<file path="src/rtl/snd_fs_pkg.sv">
// Shared types and step table for the audio frame sequencer.
// Assumes a power-of-two cycle of steps so the pointer wraps naturally.
package snd_fs_pkg;

    localparam int STEP_W  = 3;
    localparam int N_STEPS = 1 << STEP_W;

    typedef logic [STEP_W-1:0] step_t;

    typedef struct packed {
        logic len;
        logic swp;
        logic env;
    } fs_strobe_t;

    // Strobe set raised by a given step when it is processed.
    function automatic fs_strobe_t step_class(input step_t s);
        fs_strobe_t c;
        c.len = (s[0] == 1'b0);
        c.swp = (s == step_t'(2)) || (s == step_t'(6));
        c.env = (s == step_t'(N_STEPS - 1));
        return c;
    endfunction

endpackage

</file>
<file path="src/rtl/snd_fs_tap_edge.sv">
// Falling-edge detector on one bit of a free-running divider.
// Assumes the divider changes at most once per clock cycle. The first
// cycle after reset never reports an edge, because no real previous
// sample exists yet.
module snd_fs_tap_edge #(
    parameter int DIV_W = 16,
    parameter int TAP   = 12
) (
    input  logic             clk,
    input  logic             rst_n,
    input  logic [DIV_W-1:0] div_i,
    output logic             fall_o
);

    logic prev_q;
    logic valid_q;

    // Keep last sample of the tap bit; it is only trusted once valid_q is set.
    always_ff @(posedge clk) begin
        prev_q <= div_i[TAP];
    end

    // Mark the stored sample as valid after one cycle out of reset.
    always_ff @(posedge clk) begin
        if (!rst_n) valid_q <= 1'b0;
        else        valid_q <= 1'b1;
    end

    // Report a 1-to-0 transition between the stored and the current sample.
    always_comb begin
        fall_o = valid_q && prev_q && !div_i[TAP];
    end

endmodule

</file>
<file path="src/rtl/snd_fs_step_ptr.sv">
// Step pointer of the frame sequencer.
// Assumes clr_i and adv_i are never both needed: clear wins.
module snd_fs_step_ptr
    import snd_fs_pkg::*;
(
    input  logic  clk,
    input  logic  rst_n,
    input  logic  adv_i,
    input  logic  clr_i,
    output step_t step_o
);

    step_t step_q;

    // Clear to step 0, or move on one step with natural wrap.
    always_ff @(posedge clk) begin
        if (!rst_n || clr_i) step_q <= '0;
        else if (adv_i)      step_q <= step_q + step_t'(1);
    end

    assign step_o = step_q;

endmodule

</file>
<file path="src/rtl/snd_fs_decode.sv">
// Turns the current step into strobes and the length lookahead.
// Assumes fire_i is high for exactly the cycle that processes the step.
module snd_fs_decode
    import snd_fs_pkg::*;
(
    input  step_t step_i,
    input  logic  fire_i,
    output logic  len_o,
    output logic  swp_o,
    output logic  env_o,
    output logic  next_len_o
);

    fs_strobe_t cls;

    // Look up the step class and gate it with the fire pulse.
    always_comb begin
        cls        = step_class(step_i);
        len_o      = fire_i && cls.len;
        swp_o      = fire_i && cls.swp;
        env_o      = fire_i && cls.env;
        next_len_o = cls.len;
    end

endmodule

</file>
<file path="src/rtl/snd_frame_seq.sv">
// Audio frame sequencer top.
// Steps once per falling edge of a chosen divider bit while the unit is on.
// A turn-on of the unit restarts at step 0 and suppresses any coincident step.
// Assumes unit_en_i is synchronous to clk.
module snd_frame_seq
    import snd_fs_pkg::*;
#(
    parameter int DIV_W = 16,
    parameter int TAP   = 12
) (
    input  logic             clk,
    input  logic             rst_n,
    input  logic [DIV_W-1:0] div_i,
    input  logic             unit_en_i,
    output logic             len_stb_o,
    output logic             swp_stb_o,
    output logic             env_stb_o,
    output logic [STEP_W-1:0] step_o,
    output logic             next_len_o
);

    logic  fall;
    logic  en_prev_q;
    logic  turn_on;
    logic  fire;
    step_t step;

    snd_fs_tap_edge #(.DIV_W(DIV_W), .TAP(TAP)) u_edge (
        .clk    (clk),
        .rst_n  (rst_n),
        .div_i  (div_i),
        .fall_o (fall)
    );

    // Remember the enable level; reset counts as already on.
    always_ff @(posedge clk) begin
        if (!rst_n) en_prev_q <= 1'b1;
        else        en_prev_q <= unit_en_i;
    end

    // Decide whether this cycle restarts or processes a step.
    always_comb begin
        turn_on = unit_en_i && !en_prev_q;
        fire    = fall && unit_en_i && !turn_on;
    end

    snd_fs_step_ptr u_ptr (
        .clk    (clk),
        .rst_n  (rst_n),
        .adv_i  (fire),
        .clr_i  (turn_on),
        .step_o (step)
    );

    snd_fs_decode u_dec (
        .step_i     (step),
        .fire_i     (fire),
        .len_o      (len_stb_o),
        .swp_o      (swp_stb_o),
        .env_o      (env_stb_o),
        .next_len_o (next_len_o)
    );

    assign step_o = step;

endmodule

</file>
<file path="config.mk">
export PLATFORM = sky130hd
export DESIGN_NAME = snd_frame_seq
export DESIGN_NICKNAME = d
export VERILOG_FILES = /design/src/rtl/snd_fs_pkg.sv /design/src/rtl/snd_fs_tap_edge.sv /design/src/rtl/snd_fs_step_ptr.sv /design/src/rtl/snd_fs_decode.sv /design/src/rtl/snd_frame_seq.sv
export SDC_FILE = /design/constraint.sdc
export NUM_CORES = 1
export LEC_CHECK = 0
export ABC_CLOCK_PERIOD_IN_PS = 1960
export BUFFER_PORTS_ARGS = -buffer_cell sky130_fd_sc_hd__buf_2
export CORE_AREA = 4 4 41 43
export CTS_CLUSTER_DIAMETER = 120
export DETAILED_ROUTE_END_ITERATION = 12
export DIE_AREA = 0 0 45 47
export GPL_TIMING_DRIVEN = 1
export PLACE_DENSITY = 0.53
export SETUP_SLACK_MARGIN = 0.4
export SLEW_MARGIN = 40
export SYNTH_ARGS = -nofsm -noshare
export SYNTH_HDL_FRONTEND = slang
export SYNTH_SLANG_ARGS = --single-unit
</file>
<file path="constraint.sdc">
create_clock -name clk -period 1.96 [get_ports clk]
set_input_delay 0.098 -clock clk [delete_from_list [all_inputs] [get_ports clk]]
set_output_delay 0.098 -clock clk [all_outputs]
set_load 0.05 [all_outputs]
</file>
=== Yosys cells after proc, flatten, opt, wreduce, memory -nomap -nowiden ===
Cells that the tools add are included.

* Register bits after elaboration: 6
* Bits of input ports: 19
* Output and inout bits: 7
* Logic and storage cells: 24

* Add/sub/neg operators: 1
* Eq/ne operators: 3
* Muxes and demuxes: 1
* Bitwise logic cells: 1
* Reduce and logical (&&, ||, !) cells: 14

{| class="wikitable"
|+ Operators with widths
! cell !! number
|-
| $logic_and A1 B1 Y1 || 8
|-
| $eq A3 B3 Y1 const B || 2
|-
| $logic_not A1 Y1 || 4
|-
| $add A3 B1 Y3 const B || 1
|-
| $eq A3 B2 Y1 const B || 1
|-
| $logic_or A1 B1 Y1 || 2
|-
| $mux W1 || 1
|-
| $not A1 Y1 || 1
|}

=== Depth between registers and ports, before layout ===
* Depth in word-level cells: 5
* Gate-level depth with buffers: 4
* Depth with buffers taken out: 4

=== Hierarchy ===
Synthesis repeated with hierarchy kept, for this count alone.

* Cells, all modules: 23
* Area, all modules: 246.5 sq um

{| class="wikitable"
|+ By module, submodules not included
! module !! instances !! cells each !! area an instance (sq um) !! seq. area each (sq um)
|-
| snd_fs_step_ptr || 1 || 12 || 127.6 || 60.1
|-
| snd_fs_tap_edge || 1 || 3 || 48.8 || 40.0
|-
| snd_frame_seq || 1 || 4 || 42.5 || 20.0
|-
| snd_fs_decode || 1 || 4 || 27.5 || 0.0
|}

=== Least setup slack after synthesis ===
No wires, ideal clock.

* Path type: reg-to-output
* Start: register u_ptr.step_q[0], in the netlist u_ptr.step_o[0]
* End: output port swp_stb_o
* Arrival time: 1613 ps
* Data required time: 1862 ps
* Path slack: 249 ps
* Stages on the path, launching flop included: 4
* Path buffers: 0
* Path through: dfxtp_1 inv_1 ha_1 and3_2

* Cells in the longest elaborated chain, start to end: 3

{| class="wikitable"
|+ Ends and longest elaborated chain
! element !! RTL line !! text
|-
| start: declaration || snd_fs_step_ptr.sv:13 || <nowiki>step_t step_q;</nowiki>
|-
| start signal: assignment || snd_fs_step_ptr.sv:18 || <nowiki>else if (adv_i) step_q <= step_q + step_t'(1);</nowiki>
|-
| $eq A3 B2 Y1 / $eq A3 B3 Y1 (equally long branches) || snd_fs_pkg.sv:20 || <nowiki>c.swp = (s == step_t'(2)) || (s == step_t'(6));</nowiki>
|-
| $logic_or A1 B1 Y1 * || snd_fs_pkg.sv:20 ||
|-
| $logic_and A1 B1 Y1 * || snd_fs_decode.sv:20 || <nowiki>swp_o = fire_i && cls.swp;</nowiki>
|-
| end: declaration || snd_frame_seq.sv:16 || <nowiki>output logic swp_stb_o,</nowiki>
|}

Mark *: on every way between the ends. The rest lies on a longest branch, timed or not.

=== Worst setup path in the final report ===
* Start: register en_prev_q
* End: output port env_stb_o

* Cells in the longest elaborated chain, start to end: 5

{| class="wikitable"
|+ Ends and longest elaborated chain
! element !! RTL line !! text
|-
| start: declaration || snd_frame_seq.sv:23 || <nowiki>logic en_prev_q;</nowiki>
|-
| start signal: assignment || snd_frame_seq.sv:38 || <nowiki>else en_prev_q <= unit_en_i;</nowiki>
|-
| $logic_not A1 Y1 || snd_frame_seq.sv:43 || <nowiki>turn_on = unit_en_i && !en_prev_q;</nowiki>
|-
| $logic_and A1 B1 Y1 || snd_frame_seq.sv:43 ||
|-
| $logic_not A1 Y1 || snd_frame_seq.sv:44 || <nowiki>fire = fall && unit_en_i && !turn_on;</nowiki>
|-
| $logic_and A1 B1 Y1 || snd_frame_seq.sv:44 ||
|-
| $logic_and A1 B1 Y1 || snd_fs_decode.sv:21 || <nowiki>env_o = fire_i && cls.env;</nowiki>
|-
| end: declaration || snd_frame_seq.sv:17 || <nowiki>output logic env_stb_o,</nowiki>
|}

Every way passes these cells.

==> summary.txt <==
worst setup path class = reg2out
max cap viols = 0
area grow syn2layout = 38.5%
mean area per synthesized cell = 10.6 sq um
Yosys reg bits = 6
first-pass GRT wire length = 862 um
Hold Slack = 0.0195 ns
Placer Congestion = 0.613
first-iteration detailed-routing DRC count = 1
Initial Util = 21.2%
status = finished clean
pwr dens = 701 nW/um^2
HP Class = in2reg
delay-heaviest family, CP = simple AND/OR/NAND/NOR gates
Pre-antenna DRT Iters = 2
Setup Skew = 0.00362 ns
Avg Vias per Cell = 4.16
Hold Path Origin = rst_n
Pleak = 0.194 nW
TritonCTS clock tree = yes
Worst Setup End Kind = output pin
crit path launch type = flop
H-tree levels = 1
initial antenna violation count = 0
drt total wl = 516 um
Vias = 229
DRC viols = 0
core area = 1300 sq um
Die Y = 47 um
synthesized area = 277 sq um
Final ANT Viol Nets = 0
Max Root-Sink Buffers = 2
most common cell after layout, fill and taps aside = buf_2
Ys Warns = 0
CP required = 1.86 ns
CTS root buffer = clkbuf_4
Largest stage delay, worst path = 0.36 ns
worst path cell trace = and4b_4 -> and3_2 -> buf_2
Filler Cells Inserted = 150
dpl hpwl = 405 um
Final period util = 72.5%
# resized after CTS = 0
Slowest cell on crit path = dfxtp_1
All-Layer GR Usage = 6.24%
num rows = 13
WP buf/inv = 1
Chip Width = 45 um
fin util = 29.4%
Final Hold Viols = 0
R2R depth = 4
total CTS buffers = 3
Max Clk Rate = 704 MHz
Post-Syn Nets = 48
GRT overflow = 0
largest net degree at the start of global routing = 7
Min Clock Period, post-route = 1.42 ns
Rel. slew slack = 79.4%
worst skew pair latency = 0.24 ns
RSZ-0062 raised after global routing = false
Slew Viols, Final = 0
PortBufs = 10
Worst path depth = 3
vias in the first global route = 204
setup TNS = 0 ns
r2r startpoint = u_ptr.step_o[0]
post-synth cell types = 14
die area = 2120 sq um
Setup-failing EPs final = 0
Hold Crit Depth = 1
worst vdd ir = 0.331 mV
worst slew pin tran = 0.306 ns
post-layout power = 268 uW
nets = 64
Worst setup startpoint = en_prev_q
fraction of layout cells with a size suffix above 1 = 52.5%
CP arrival = 1.32 ns
most frequent cells in the layout = buf_2 (10), dfxtp_1 (5), ha_1 (3), clkbuf_4 (3)
Post-Synthesis Cells = 26
setup bufs post-CTS = 0
register area share after synthesis = 43.4%
clk sinks = 6
diode count = 0
critical path peak fanout = 6
clk slew on worst S/H paths = 0.04 ns
number of I/O pins = 26
Routed WL per cell = 9.38 um
-- metrics by stage --
stage | worst slack (ns) | instances | instance area (sq um)
global route | 0.439 | 55 | 383
finish | 0.539 | 55 | 383
detailed placement | 0.793 | 51 | 350
CTS | 0.523 | 55 | 383
global placement | 0.796 | 51 | 350
floorplan | 0.418 | 26 | 282
-- state kept, by name, indices dropped and copies added, names as in the netlist --
| register | cells |
|---|---|
| u_edge.prev_q | 1 |
| u_ptr.step_o | 3 |
| en_prev_q | 1 |
| u_edge.valid_q | 1 |
-- cell families after synthesis --
group	count (synthesis)	synth area share, %
and+or+nand+nor	6	16.7
AOI/OAI and AO/OA	7	18.5
buffers and inverters	3	4.07
adders and majority gates	3	13.6
muxes	1	3.62
DFF	6	43.4
-- worst reg2reg max path: stages, from the launching register on --
cell and delay (ns):
dfxtp_2 0.33, ha_1 0.20, ha_1 0.26, o211ai_1 0.08, mux2i_1 0.09
-- area by class of cell --
cell class	count	area, sq um	area share [%]
Clock buffer	3	22.5	5.88
Inverter	3	15.0	3.92
Multi-Input combinational cell	17	145	37.9
Sequential cell	6	121	31.7
Tap cell	15	18.8	4.90
Timing Repair Buffer	11	60.1	15.7
-- timing repair --
action | 4_1_cts | 5_1_grt
hold buffers | 1 | 0
setup endpoints to repair | 0 | 0
endpoints found under the hold margin | 1 | 0
-- path summary, 6_finish.rpt --
check | endpoint | slack, ns
min | u_edge.valid_q | 0.02
max | env_stb_o | 0.54
max reg2reg | u_ptr.step_o[2] | 0.88
min reg2reg | u_ptr.step_o[2] | 0.52
-- Yosys cell counts --
cell type	number	area share, %
a211oi_2	1	4.5
a21o_2	1	3.2
a21oi_1	2	3.6
and2_4	1	3.2
and3_2	2	5.4
and4b_4	1	5.0
dfxtp_1	6	43
ha_1	3	14
inv_1	3	4.1
mux2i_1	1	3.6
nand2_1	1	1.4
nand3_1	1	1.8
o211ai_1	2	5.4
o21ai_0	1	1.8
-- power breakdown --
part / switching (mW) / total, mW / leakage (nW) / internal [mW]
Combinational: 0.0162 / 0.0259 / 0.130 / 0.00973
Sequential: 0.00401 / 0.131 / 0.0500 / 0.127
Clock: 0.0423 / 0.111 / 0.0138 / 0.0691
-- per-layer routing --
layer	track usage (%)	vias up	routed length [um]
met5	0	-	0
met4	5.26	0	8
met3	4.98	2	84
met2	7.34	12	176
met1	7.05	93	247
li1	-	122	-
Note: power is estimated with default switching activity, not from simulation.
